[src/rtl/gpio_irq_bank_pkg.sv]
package gpio_irq_bank_pkg;
  typedef enum logic [3:0] {
    RA_DIR  = 4'h0,
    RA_OUT  = 4'h1,
    RA_ALT  = 4'h2,
    RA_MASK = 4'h3,
    RA_TYPE = 4'h4,
    RA_EPOL = 4'h5,
    RA_LPOL = 4'h6,
    RA_STAT = 4'h7,
    RA_LVL  = 4'h8
  } reg_addr_e;
endpackage

[src/rtl/gpio_irq_bank_sync.sv]
module gpio_irq_bank_sync #(
  parameter int W      = 16,
  parameter int STAGES = 2
) (
  input  logic         clk,
  input  logic         rst,
  input  logic [W-1:0] d_async,
  output logic [W-1:0] q_sync
);
  logic [W-1:0] chain [STAGES];

  always_ff @(posedge clk) begin
    if (rst) begin
      for (int s = 0; s < STAGES; s++) chain[s] <= '0;
    end else begin
      chain[0] <= d_async;
      for (int s = 1; s < STAGES; s++) chain[s] <= chain[s-1];
    end
  end

  assign q_sync = chain[STAGES-1];
endmodule

[src/rtl/gpio_irq_bank_detect.sv]
module gpio_irq_bank_detect #(
  parameter int W = 16
) (
  input  logic         clk,
  input  logic         rst,
  input  logic [W-1:0] lvl,
  input  logic [W-1:0] edge_sel,
  input  logic [W-1:0] epol,
  input  logic [W-1:0] lpol,
  input  logic [W-1:0] mask,
  output logic [W-1:0] evt
);
  logic [W-1:0] prev;

  always_ff @(posedge clk) begin
    if (rst) prev <= '0;
    else     prev <= lvl;
  end

  for (genvar g = 0; g < W; g++) begin : g_pin
    logic rise, fall, lvl_hit, edge_hit;
    assign rise     = lvl[g] & ~prev[g];
    assign fall     = ~lvl[g] & prev[g];
    assign edge_hit = epol[g] ? rise : fall;
    assign lvl_hit  = lpol[g] ? lvl[g] : ~lvl[g];
    assign evt[g]   = ~mask[g] & (edge_sel[g] ? edge_hit : lvl_hit);
  end
endmodule

[src/rtl/gpio_irq_bank_regs.sv]
module gpio_irq_bank_regs
  import gpio_irq_bank_pkg::*;
#(
  parameter int W = 16
) (
  input  logic         clk,
  input  logic         rst,
  input  logic         wr,
  input  logic [3:0]   addr,
  input  logic [W-1:0] wdata,
  input  logic [W-1:0] evt,
  input  logic [W-1:0] lvl,
  output logic [W-1:0] rdata,
  output logic [W-1:0] dir_q,
  output logic [W-1:0] out_q,
  output logic [W-1:0] alt_q,
  output logic [W-1:0] mask_q,
  output logic [W-1:0] type_q,
  output logic [W-1:0] epol_q,
  output logic [W-1:0] lpol_q,
  output logic [W-1:0] stat_q,
  output logic         irq_q
);
  logic [W-1:0] keep, stat_n, rd_mux;

  always_comb begin
    keep   = (wr && addr == RA_STAT) ? wdata : '1;
    stat_n = (stat_q & keep) | evt;
  end

  always_comb begin
    case (addr)
      RA_DIR:  rd_mux = dir_q;
      RA_OUT:  rd_mux = out_q;
      RA_ALT:  rd_mux = alt_q;
      RA_MASK: rd_mux = mask_q;
      RA_TYPE: rd_mux = type_q;
      RA_EPOL: rd_mux = epol_q;
      RA_LPOL: rd_mux = lpol_q;
      RA_STAT: rd_mux = stat_q;
      RA_LVL:  rd_mux = lvl;
      default: rd_mux = '0;
    endcase
  end

  always_ff @(posedge clk) begin
    if (rst) begin
      dir_q  <= '0;
      out_q  <= '0;
      alt_q  <= '0;
      mask_q <= '1;
      type_q <= '0;
      epol_q <= '0;
      lpol_q <= '0;
      stat_q <= '0;
      irq_q  <= 1'b0;
      rdata  <= '0;
    end else begin
      if (wr) begin
        case (addr)
          RA_DIR:  dir_q  <= wdata;
          RA_OUT:  out_q  <= wdata;
          RA_ALT:  alt_q  <= wdata;
          RA_MASK: mask_q <= wdata;
          RA_TYPE: type_q <= wdata;
          RA_EPOL: epol_q <= wdata;
          RA_LPOL: lpol_q <= wdata;
          default: ;
        endcase
      end
      stat_q <= stat_n;
      irq_q  <= |stat_n;
      rdata  <= rd_mux;
    end
  end
endmodule

[src/rtl/gpio_irq_bank.sv]
module gpio_irq_bank #(
  parameter int PINS = 16
) (
  input  logic            clk,
  input  logic            rst,
  input  logic            bus_wr,
  input  logic [3:0]      bus_addr,
  input  logic [PINS-1:0] bus_wdata,
  output logic [PINS-1:0] bus_rdata,
  input  logic [PINS-1:0] pin_in,
  output logic [PINS-1:0] pin_out,
  output logic [PINS-1:0] pin_oe,
  output logic [PINS-1:0] pin_alt,
  output logic            irq
);
  logic [PINS-1:0] lvl_w, evt_w, mask_w, type_w, epol_w, lpol_w, stat_w;

  gpio_irq_bank_sync #(.W(PINS), .STAGES(2)) sync_i (
    .clk(clk), .rst(rst), .d_async(pin_in), .q_sync(lvl_w)
  );

  gpio_irq_bank_detect #(.W(PINS)) det_i (
    .clk(clk), .rst(rst), .lvl(lvl_w), .edge_sel(type_w), .epol(epol_w),
    .lpol(lpol_w), .mask(mask_w), .evt(evt_w)
  );

  gpio_irq_bank_regs #(.W(PINS)) regs_i (
    .clk(clk), .rst(rst), .wr(bus_wr), .addr(bus_addr), .wdata(bus_wdata),
    .evt(evt_w), .lvl(lvl_w), .rdata(bus_rdata), .dir_q(pin_oe),
    .out_q(pin_out), .alt_q(pin_alt), .mask_q(mask_w), .type_q(type_w),
    .epol_q(epol_w), .lpol_q(lpol_w), .stat_q(stat_w), .irq_q(irq)
  );
endmodule

[config.mk]
export PLATFORM = sky130hd
export DESIGN_NAME = gpio_irq_bank
export DESIGN_NICKNAME = d
export VERILOG_FILES = /design/src/rtl/gpio_irq_bank_pkg.sv /design/src/rtl/gpio_irq_bank_sync.sv /design/src/rtl/gpio_irq_bank_detect.sv /design/src/rtl/gpio_irq_bank_regs.sv /design/src/rtl/gpio_irq_bank.sv
export SDC_FILE = /design/constraint.sdc
export NUM_CORES = 1
export LEC_CHECK = 0
export BUFFER_PORTS_ARGS = -buffer_cell sky130_fd_sc_hd__buf_4
export CORE_MARGIN = 4
export CORE_UTILIZATION = 52
export DETAILED_ROUTE_END_ITERATION = 10
export PLACE_DENSITY = 0.76
export SLEW_MARGIN = 25
export SYNTH_ARGS = -nofsm -noshare
export SYNTH_HDL_FRONTEND = slang
export SYNTH_SLANG_ARGS = --single-unit
[constraint.sdc]
create_clock -name clk -period 1.6 [get_ports clk]
set_clock_uncertainty 0.1 [all_clocks]
set_input_delay 0.32 -clock clk [delete_from_list [all_inputs] [get_ports clk]]
set_output_delay 0.32 -clock clk [all_outputs]
set_load 0.03 [all_outputs]
==> impl_metrics.toml, run 1 <==
[floorplan]
dieArea_mm2 = 0.01740
rows = 45
die_h_um = 131.9
die_w_um = 131.9
io_pins = 104
start_util_pct = 52.72
core_area_mm2 = 0.01515

[critical_path]
r2r_setup_slack_ns = -0.02
critPathArrivalTime_ns = 1.83
worstPathMaxFanout = 5
required_ns = 1.80
endpoint_kind = "flip-flop"
startpoint_type = "input pin"
critical_path_class = "in -> reg"

[synth]
ys_async_sr_fraction_pct = 0
synth_seq_cells = 193
syn-num-nets = 934
ys_seq_area_share_pct = 48.39
yosysUniqueCellTypes = 37
ys_warn_count = 0
synthCells = 895
synth_most_common_cell = "nand2_1"
yosysTopAreaCellShare_pct = 48.39
synth_area_per_cell_um2 = 8.922
synthTopCellsByCount = "216 x nand2_1, 193 x dfxtp_1, 96 x a21oi_1"
synth_area_leaders = "dfxtp_1 48%, nand2_1 10%, a21oi_1 6.0%"
ys.flop_type = "dfxtp_1"
synth_top_cell_by_area = "dfxtp_1"
syn_area_mm2 = 0.007985
synth-edff-count = 0

[timing]
setup_viol = 1
timing_hold_violations_final = 0
fin_crit_ns = 1.628
fin_crit_sh_pct = 101.7
rsz0062_at_grt = "yes"
worst_slew_pin_slew_ns = 0.5738
max_freq_mhz = 614.3
setup_slack_ns = -0.02777
max-slew-margin-rel_pct = 61.74
slew_viol_final = 0

[global_routing]
antenna_found_initial = 0
grt_max_degree = 51
met2_usage_pct = 44.13
top_usage_layer = "met2"
grt_util_met1_pct = 36.96
grt_pass1_wl_mm = 38.61
grt_pass1_vias = 7204
grt_usage_pct = 27.85
use_met3_pct = 6.031
grt_overflow = 0

[placement]
post-place-ws_ns = -0.5015
dp.cells = 1225
port-buffer-count = 103
dp_hpwl_mm = 16.86
gp_congestion = 0.9197

[cells_and_area]
final_nets = 1114
multi_input_area_mm2 = 0.003906
drive_above_1_share_pct = 28.13
nFillCells = 1141
fin_cells = 1276
syn_to_final_growth_pct = 33.19
n_antenna_cell = 0
seq_area_mm2 = 0.003881

[job]
drv_cap = 0

[detailed_routing]
wl_mm = 25.62
drcViolationCount = 0
drtAntennaViolNets = 0
drt-vias-per-instance = 6.050
first_pass_iters = 6
drtIter0Drc = 939
vias = 7720
wl_per_cell_um = 20.08

[run_status]
status = "complete, but fails checks"
violations = "setup timing"

[pwr]
peakVddDrop_mv = 0.6916
p_per_area_mw_per_mm2 = 932.6
leakage_nw = 4.285

[clocking]
cts_num_sinks = 193
cts-root-buf = "clkbuf_16"
path_clk_slew_ns = 0.07
cts_htree_levels = 4
clk-insertion-delay-late_ns = 0.43
ctsLongestPathBuffers = 2
cts_tree = "built"
cts_made_buffers = 17

[hold_path]
hold_path.class = "in -> reg"
where the power goes:
group          internal [mW]  switching [mW]  total (mW)
combinational          0.431           0.528       0.959
clock                   2.06            1.91        3.97
sequential              4.91          0.0798        4.99
cells by family (layout without fill, tap and decap cells):
logic type      Yosys count  in the layout  synth area share, %
flops                   193            193                48.39
compound gates          226            226                19.13
buf+inv                  80            272                5.108
xor+xnor                 16             16                1.755
simple gates            380            381                25.62
through the flow:
| step | setup TNS, ns | power (mW) | util [%] | area, µm² | hold WS [ns] |
|---|---|---|---|---|---|
| finish | -0.02777 | 9.919 | 70.22 | 10640 | 0.004476 |
| global route | -0.07755 | 10.18 | 70.22 | 10640 | 0.01624 |
| CTS | -0.01783 | 9.874 | 69.08 | 10460 | 0.001582 |
| detailed placement | -40.75 | 5.957 | 64.28 | 9736 | 0.3220 |
| global placement | -36.87 | 5.943 | 64.28 | 9736 | 0.3164 |
| floorplan | -0.7008 | 5.558 | - | 8088 | 0.3138 |
final timing paths:
kind | depth (start not counted) | endpoint | start
setup / recovery | 7 | regs_i.irq_q | bus_addr[3]
hold / removal | 2 | sync_i.chain[0][4] | pin_in[4]
setup reg to reg | 5 | regs_i.irq_q | regs_i.epol_q[3]
hold reg to reg | 1 | sync_i.chain[0][17] | sync_i.chain[0][1]
metal layers:
layer  up-vias  routed length [µm]
met5         -                   0
met4         0                 842
met3        80                2548
met2       458               11830
met1      3656               10400
li1       3526                   -
cells in the final DEF (no fill, tap or decap), types with 4 or more instances in the layout:
cell type	count
nand4bb_1	6
o21ai_2	8
nand4b_1	16
buf_4	206
nand3_1	32
inv_6	4
nor2b_1	64
o211a_1	16
o31ai_1	13
nand3b_1	16
a22o_1	32
a31oi_1	16
o21ai_1	4
a221oi_1	31
clkinv_4	6
buf_12	19
a21oi_1	96
dlygate4sd3_1	13
or4bb_1	10
clkbuf_16	17
nor4_4	4
dfxtp_2	11
nand2_1	212
nand2_2	4
xor2_1	16
dfxtp_1	181
critical path, stage by stage:
cell and delay [ns]:
buf_4 0.13, nand4b_4 0.26, buf_4 0.20, o31ai_1 0.34
o21ai_4 0.13, nor4_4 0.29, a41oi_2 0.15
sequential cells by signal (all words and copies together), names as in the netlist:
signal / count
det_i.prev: 16
regs_i.alt_q: 16
regs_i.dir_q: 16
regs_i.epol_q: 16
regs_i.irq_q: 1
regs_i.lpol_q: 16
regs_i.mask_q: 16
regs_i.out_q: 16
regs_i.rdata: 16
regs_i.stat_q: 16
regs_i.type_q: 16
sync_i.chain: 32
what timing repair did:
| action | in CTS | in global routing |
|---|---|---|
| setup buffers | 0 | 6 |
| endpoints found under the hold margin | 13 | 0 |
| hold buffers | 13 | 0 |
| gates cloned | 0 | 1 |
| pin swaps | 4 | 8 |
| gates resized for setup | 22 | 25 |
| endpoints found under the setup margin | 4 | 6 |
layout make-up:
class | instances | area share, %
multi-input combinational | 623 | 36.73
sequential | 193 | 36.49
timing repair buffer | 238 | 19.34
clock buffer | 19 | 4.165
tap | 188 | 2.212
clock inverter | 13 | 0.9882
inverter | 2 | 0.07059
(Power assumes the default switching activity.)
==> run 2, diff against run 1 <==
--- a/config.mk
+++ b/config.mk
@@ -6,11 +6,11 @@
 export NUM_CORES = 1
 export LEC_CHECK = 0
 export BUFFER_PORTS_ARGS = -buffer_cell sky130_fd_sc_hd__buf_4
-export CORE_MARGIN = 4
 export CORE_UTILIZATION = 52
 export DETAILED_ROUTE_END_ITERATION = 10
 export PLACE_DENSITY = 0.76
 export SLEW_MARGIN = 25
 export SYNTH_ARGS = -nofsm -noshare
 export SYNTH_HDL_FRONTEND = slang
+export SYNTH_HIERARCHICAL = 1
 export SYNTH_SLANG_ARGS = --single-unit
==> run 2 against run 1 <==
- the run still ends with setup timing left
- setup slack worse by 0.35 ns
- wire length fell by 2.4%
- die area down 7.5%
- first-iteration DRC count increased by 15%
- sequential power about the same
- utilization about the same
- final cell count is 3.0% higher
- sequential share of layout area is 0.22 points lower
- largest cell class is now registers
==> impl_metrics.toml, run 2 <==
[run_status]
status = "complete, but fails checks"
violations = "setup timing"

[detailed_routing]
first_pass_iters = 5
drtIter0Drc = 1082
wl_per_cell_um = 19.03
drcViolationCount = 0
drtAntennaViolNets = 0
drt-vias-per-instance = 6.027
vias = 7920
wl_mm = 25.00

[timing]
finalSetupTns_ns = -0.3749
fin_crit_sh_pct = 123.4
setup_slack_ns = -0.3749
max-slew-margin-rel_pct = 68.27
slew_viol_final = 0
worst_slew_pin_slew_ns = 0.4727
fin_crit_ns = 1.975
timing_hold_violations_final = 0
max_freq_mhz = 506.4
rsz0062_at_grt = "yes"
setup_viol = 1

[hold_path]
hp-start = "pin_in[14]"
hold_path.class = "in -> reg"
min_delay_path_depth = 2

[floorplan]
io_pins = 104
die_w_um = 126.9
core_area_mm2 = 0.01520
start_util_pct = 53.37
rows = 45
dieArea_mm2 = 0.01610
die_h_um = 126.9

[global_routing]
top_usage_layer = "met2"
grt_pass1_vias = 7019
grt_usage_pct = 30.97
grt_util_met1_pct = 42.25
antenna_found_initial = 0
use_met3_pct = 6.200
met2_usage_pct = 48.00
grt_overflow = 0
grt_pass1_wl_mm = 37.83
grt_max_degree = 55

[synth]
ys_warn_count = 6
synth_most_common_cell = "dfxtp_1"
ys_async_sr_fraction_pct = 0
syn_area_mm2 = 0.008113
syn-num-nets = 969
synth_area_leaders = "dfxtp_1 48%, nand2_1 8.6%, a21oi_1 6.8%"
synth_top_cell_by_area = "dfxtp_1"
synthTopCellsByCount = "193 x dfxtp_1, 186 x nand2_1, 110 x a21oi_1"
synth_area_per_cell_um2 = 8.723
yosysTopAreaCellShare_pct = 47.62
synth_seq_cells = 193
ys_seq_area_share_pct = 47.62
synth-edff-count = 0
synthCells = 930
ys.flop_type = "dfxtp_1"
yosysUniqueCellTypes = 37

[clocking]
cts_htree_levels = 4
cts_tree = "built"
cts_num_sinks = 193
clk-insertion-delay-late_ns = 0.44
cts-root-buf = "clkbuf_16"
ctsLongestPathBuffers = 2
path_clk_slew_ns = 0.07
cts_made_buffers = 17

[critical_path]
critical_path_class = "reg -> reg"
endpoint_kind = "flip-flop"
startpoint_type = "flip-flop"
critPathLaunch = "regs_i/type_q[15]"
ff2ff_path_depth = 7
worstPathMaxFanout = 5
reg2reg_from = "regs_i/type_q[15]"
required_ns = 1.81
critPathArrivalTime_ns = 2.18

[cells_and_area]
largest_reg_flops = 32
nFillCells = 1174
drive_above_1_share_pct = 27.44
syn_to_final_growth_pct = 31.60
n_antenna_cell = 0
final_nets = 1153
final_cell_mix = "225 x buf_4, 188 x dfxtp_1, 183 x nand2_1"
final_common_cell = "buf_4"
fin_util_pct = 70.23
top_register = "sync_i/chain"

[pwr]
finalPower_mw = 10.11
p_per_area_mw_per_mm2 = 947.4
peakVddDrop_mv = 0.7726
leakage_nw = 4.087

[placement]
port-buffer-count = 103
post-place-ws_ns = -0.3904
dp_hpwl_mm = 16.87
gp_congestion = 0.9091

[job]
drv_cap = 0
-- run 2: cell types whose count changed in the layout (fill, tap and decap cells not counted), sizes merged, moves of 17 or more --
cell and change:
nand2 -29, inv +22, nor2 +26, a211o +17
nand4b -18, a311oi +32, and3 +17
-- run 2: layout make-up --
class	count	area, µm²	share of cell area (%)
clock buffer	19	442.9	4.149
clock inverter	12	133.9	1.254
inverter	25	93.84	0.8789
multi-input combinational	624	3799	35.58
sequential	193	3872	36.27
tap	188	235.2	2.203
timing repair buffer	253	2100	19.66
-- run 2: final timing paths --
path	slack, ns	to
worst max-delay path	-0.37	regs_i/irq_q
worst min-delay path	0.02	sync_i/chain[0][14]
worst max register to register	-0.37	regs_i/irq_q
worst min register to register	0.34	sync_i/chain[0][19]
-- run 2: metal layers --
layer	share of wire (%)	vias to the layer above
met3	9.8	55
met4	2.7	0
met1	42	3775
met5	0	-
li1	-	3642
met2	45	448
-- run 2: worst max-delay path: stages (launching register included) --
cell and delay (ns):
dfxtp_4 0.37, a311oi_2 0.29, a311oi_2 0.10, a211o_1 0.30, a221oi_2 0.17, and3_1 0.20
and4_1 0.24, a41oi_2 0.09
-- run 2: through the flow --
step / hold slack [ns] / instances / instance area, µm²
5_1_grt: 0.009393 / 1314 / 10680
3_3_place_gp: 0.3189 / 1264 / 9872
6_report: 0.02340 / 1314 / 10680
2_1_floorplan: 0.2916 / 930 / 8272
4_1_cts: 0.01023 / 1310 / 10640
3_5_place_dp: 0.3204 / 1264 / 9872
-- run 2: kinds of logic (layout without fill, tap and decap cells) --
group           Yosys count  after routing  share of synthesized area, %
compound gates          254            254                         21.55
buf+inv                 113            309                         7.850
flops                   193            193                         47.62
simple gates            370            370                         22.98
-- run 2: report_power, final --
part / internal [mW] / leakage (nW) / switching [mW] / total [mW]
clock: 2.35 / 0.280 / 1.87 / 4.22
sequential: 4.91 / 1.57 / 0.0840 / 5.00
combinational: 0.401 / 2.24 / 0.500 / 0.902
total: 7.66 / 4.09 / 2.46 / 10.1
-- run 2: repair_timing --
item                                    in CTS  in global routing
gates resized for setup                      8                  1
buffers inserted                             0                  4
hold buffers                                15                  0
endpoints found under the setup margin       1                  2
pin swaps                                    5                  5
endpoints found under the hold margin       15                  0
gates cloned                                 0                  0
==> run 3, diff against run 2 <==
--- a/config.mk
+++ b/config.mk
@@ -6,9 +6,9 @@
 export NUM_CORES = 1
 export LEC_CHECK = 0
 export BUFFER_PORTS_ARGS = -buffer_cell sky130_fd_sc_hd__buf_4
-export CORE_UTILIZATION = 52
+export CORE_UTILIZATION = 45
 export DETAILED_ROUTE_END_ITERATION = 10
-export PLACE_DENSITY = 0.76
+export PLACE_DENSITY_LB_ADDON = 0.3
 export SLEW_MARGIN = 25
 export SYNTH_ARGS = -nofsm -noshare
 export SYNTH_HDL_FRONTEND = slang
==> run 3 against run 2 <==
- power grew 3.7%
- register-to-register slack gained 0.02 ns
- utilization shrank 8.4 points
- first-iteration DRC count shrank 17%
- sequential power is essentially flat
- global-route usage shrank 2.6 points
- sequential share of layout area shrank 0.35 points
- largest cell class unchanged
- highest routed layer unchanged
- non-clock buffer count shrank 1
- sequential cell count is the same
- fmax grew 0.97%
- count of clock-buffer cells in the layout grew 4
- the run still ends with setup timing left
- clock power grew 8.8%
==> impl_metrics.toml, run 3 (synthesis results as in run 2) <==
[run_status]
status = "complete, but fails checks"
violations = "setup timing"

[global_routing]
grt_util_met1_pct = 39.06
top_usage_layer = "met2"
grt_usage_pct = 28.41
grt_overflow = 0
antenna_found_initial = 0
grt_max_degree = 34
use_met3_pct = 5.630
grt_pass1_wl_mm = 39.38
grt_pass1_vias = 7113
met2_usage_pct = 43.80

[floorplan]
dieArea_mm2 = 0.01857
die_h_um = 136.3
die_w_um = 136.3
start_util_pct = 46.42
core_area_mm2 = 0.01748
rows = 48
io_pins = 104

[critical_path]
r2r_setup_slack_ns = -0.36
critical_path_class = "reg -> reg"
critPathArrivalTime_ns = 2.17
reg2reg_from = "regs_i/type_q[4]"
required_ns = 1.81
endpoint_kind = "flip-flop"
ff2ff_path_depth = 7
worstPathMaxFanout = 6
rr_endpoint = "regs_i/irq_q"
startpoint_type = "flip-flop"

[job]
drv_cap = 0

[pwr]
peakVddDrop_mv = 0.7319
p_per_area_mw_per_mm2 = 970.2
leakage_nw = 4.102

[detailed_routing]
drtAntennaViolNets = 0
drtIter0Drc = 898
first_pass_iters = 5
drcViolationCount = 0
wl_per_cell_um = 18.86
drt-vias-per-instance = 5.754
vias = 7774
wl_mm = 25.48

[cells_and_area]
syn_to_final_growth_pct = 33.24
final_nets = 1152
nFillCells = 1512
final_common_cell = "buf_4"
fin_cells = 1351
n_antenna_cell = 0
final_cell_mix = "223 x buf_4, 183 x nand2_1, 182 x dfxtp_1"
top_register = "sync_i/chain"
largest_reg_flops = 32
drive_above_1_share_pct = 28.06

[clocking]
clk-insertion-delay-late_ns = 0.44
cts_num_sinks = 193
ctsLongestPathBuffers = 2
cts_tree = "built"
cts-root-buf = "clkbuf_16"
path_clk_slew_ns = 0.07
cts_made_buffers = 17
cts_htree_levels = 4

[placement]
post-place-ws_ns = -0.4324
port-buffer-count = 103
dp_hpwl_mm = 17.62
dp.cells = 1303
gp_congestion = 0.8949

[hold_path]
hold_path.class = "in -> reg"
holdPathEnd = "regs_i/alt_q[10]"
hp-start = "bus_wdata[10]"
min_delay_path_depth = 3

[timing]
max_freq_mhz = 511.3
slew_viol_final = 0
setup_slack_ns = -0.3559
max-slew-margin-rel_pct = 66.61
worst_slew_pin_slew_ns = 0.4975
setup_viol = 1
rsz0062_at_grt = "yes"
holdWs_ns = 0.07842
timing_hold_violations_final = 0
fin_crit_ns = 1.956
fin_crit_sh_pct = 122.2
[run 3: changes by cell type in the layout (fill, tap and decap cells not counted), moves of 3 or more]
cell      change
dfxtp_1       -6
dfxtp_2       +5
a311oi_1      -3
a311oi_2      +3
clkbuf_8      +3
inv_6         -3
[run 3: how the worst max path moves through the flow]
stage,startpoint,end,slack (ns),cells past startpoint
2_1_floorplan,regs_i/type_q[4],regs_i/irq_q,-0.20,8
3_3_place_gp,bus_addr[3],regs_i/irq_q,-0.37,7
3_5_place_dp,regs_i/type_q[6],regs_i/irq_q,-0.43,9
4_1_cts,regs_i/type_q[4],regs_i/irq_q,-0.35,7
5_1_grt,regs_i/type_q[15],regs_i/irq_q,-0.47,8
6_report,regs_i/type_q[4],regs_i/irq_q,-0.36,7
[run 3: metrics by stage]
| step | power (mW) | utilization [%] | TNS (ns) | area [µm²] |
|---|---|---|---|---|
| global placement | 5.942 | 56.84 | -27.41 | 9933 |
| floorplan | 5.552 | - | -3.061 | 8272 |
| finish | 10.49 | 61.85 | -0.3559 | 10810 |
| global route | 10.83 | 61.85 | -0.4665 | 10810 |
| detailed placement | 5.952 | 56.84 | -30.47 | 9933 |
| CTS | 10.51 | 61.71 | -0.3529 | 10780 |
[run 3: cell type report]
cell class	count	area, µm²	area share, %
Sequential cell	193	3882	35.92
Multi-Input combinational cell	624	3816	35.31
Timing Repair Buffer	252	2095	19.38
Clock buffer	23	488.0	4.514
Tap cell	225	281.5	2.604
Clock inverter	9	152.6	1.412
Inverter	25	93.84	0.8682
[run 3: worst max-delay path, cell delays in order (launching register included)]
cell and delay (ns):
dfxtp_4 0.36, a311oi_2 0.28, a311oi_2 0.09, a211o_1 0.30
a221oi_1 0.20, and3_1 0.21, and4_1 0.21, a41oi_2 0.10
[run 3: what timing repair did]
action | in CTS | in global routing
gates resized for setup | 12 | 7
setup endpoints to repair | 1 | 2
pin swaps | 6 | 5
hold buffers | 16 | 0
endpoints found under the hold margin | 16 | 0
buffers inserted | 0 | 0
[run 3: where the power goes]
group	total, mW	switching (mW)	internal, mW	leakage (nW)
clock network	4.59	1.81	2.78	0.305
registers	5.00	0.0857	4.91	1.57
logic	0.902	0.498	0.404	2.22
total	10.5	2.39	8.09	4.10
[run 3: per-layer routing]
metal,up-vias,part of all wire [%]
li1,3633,-
met1,3695,43
met2,389,46
met3,57,8.4
met4,0,2.5
met5,-,0
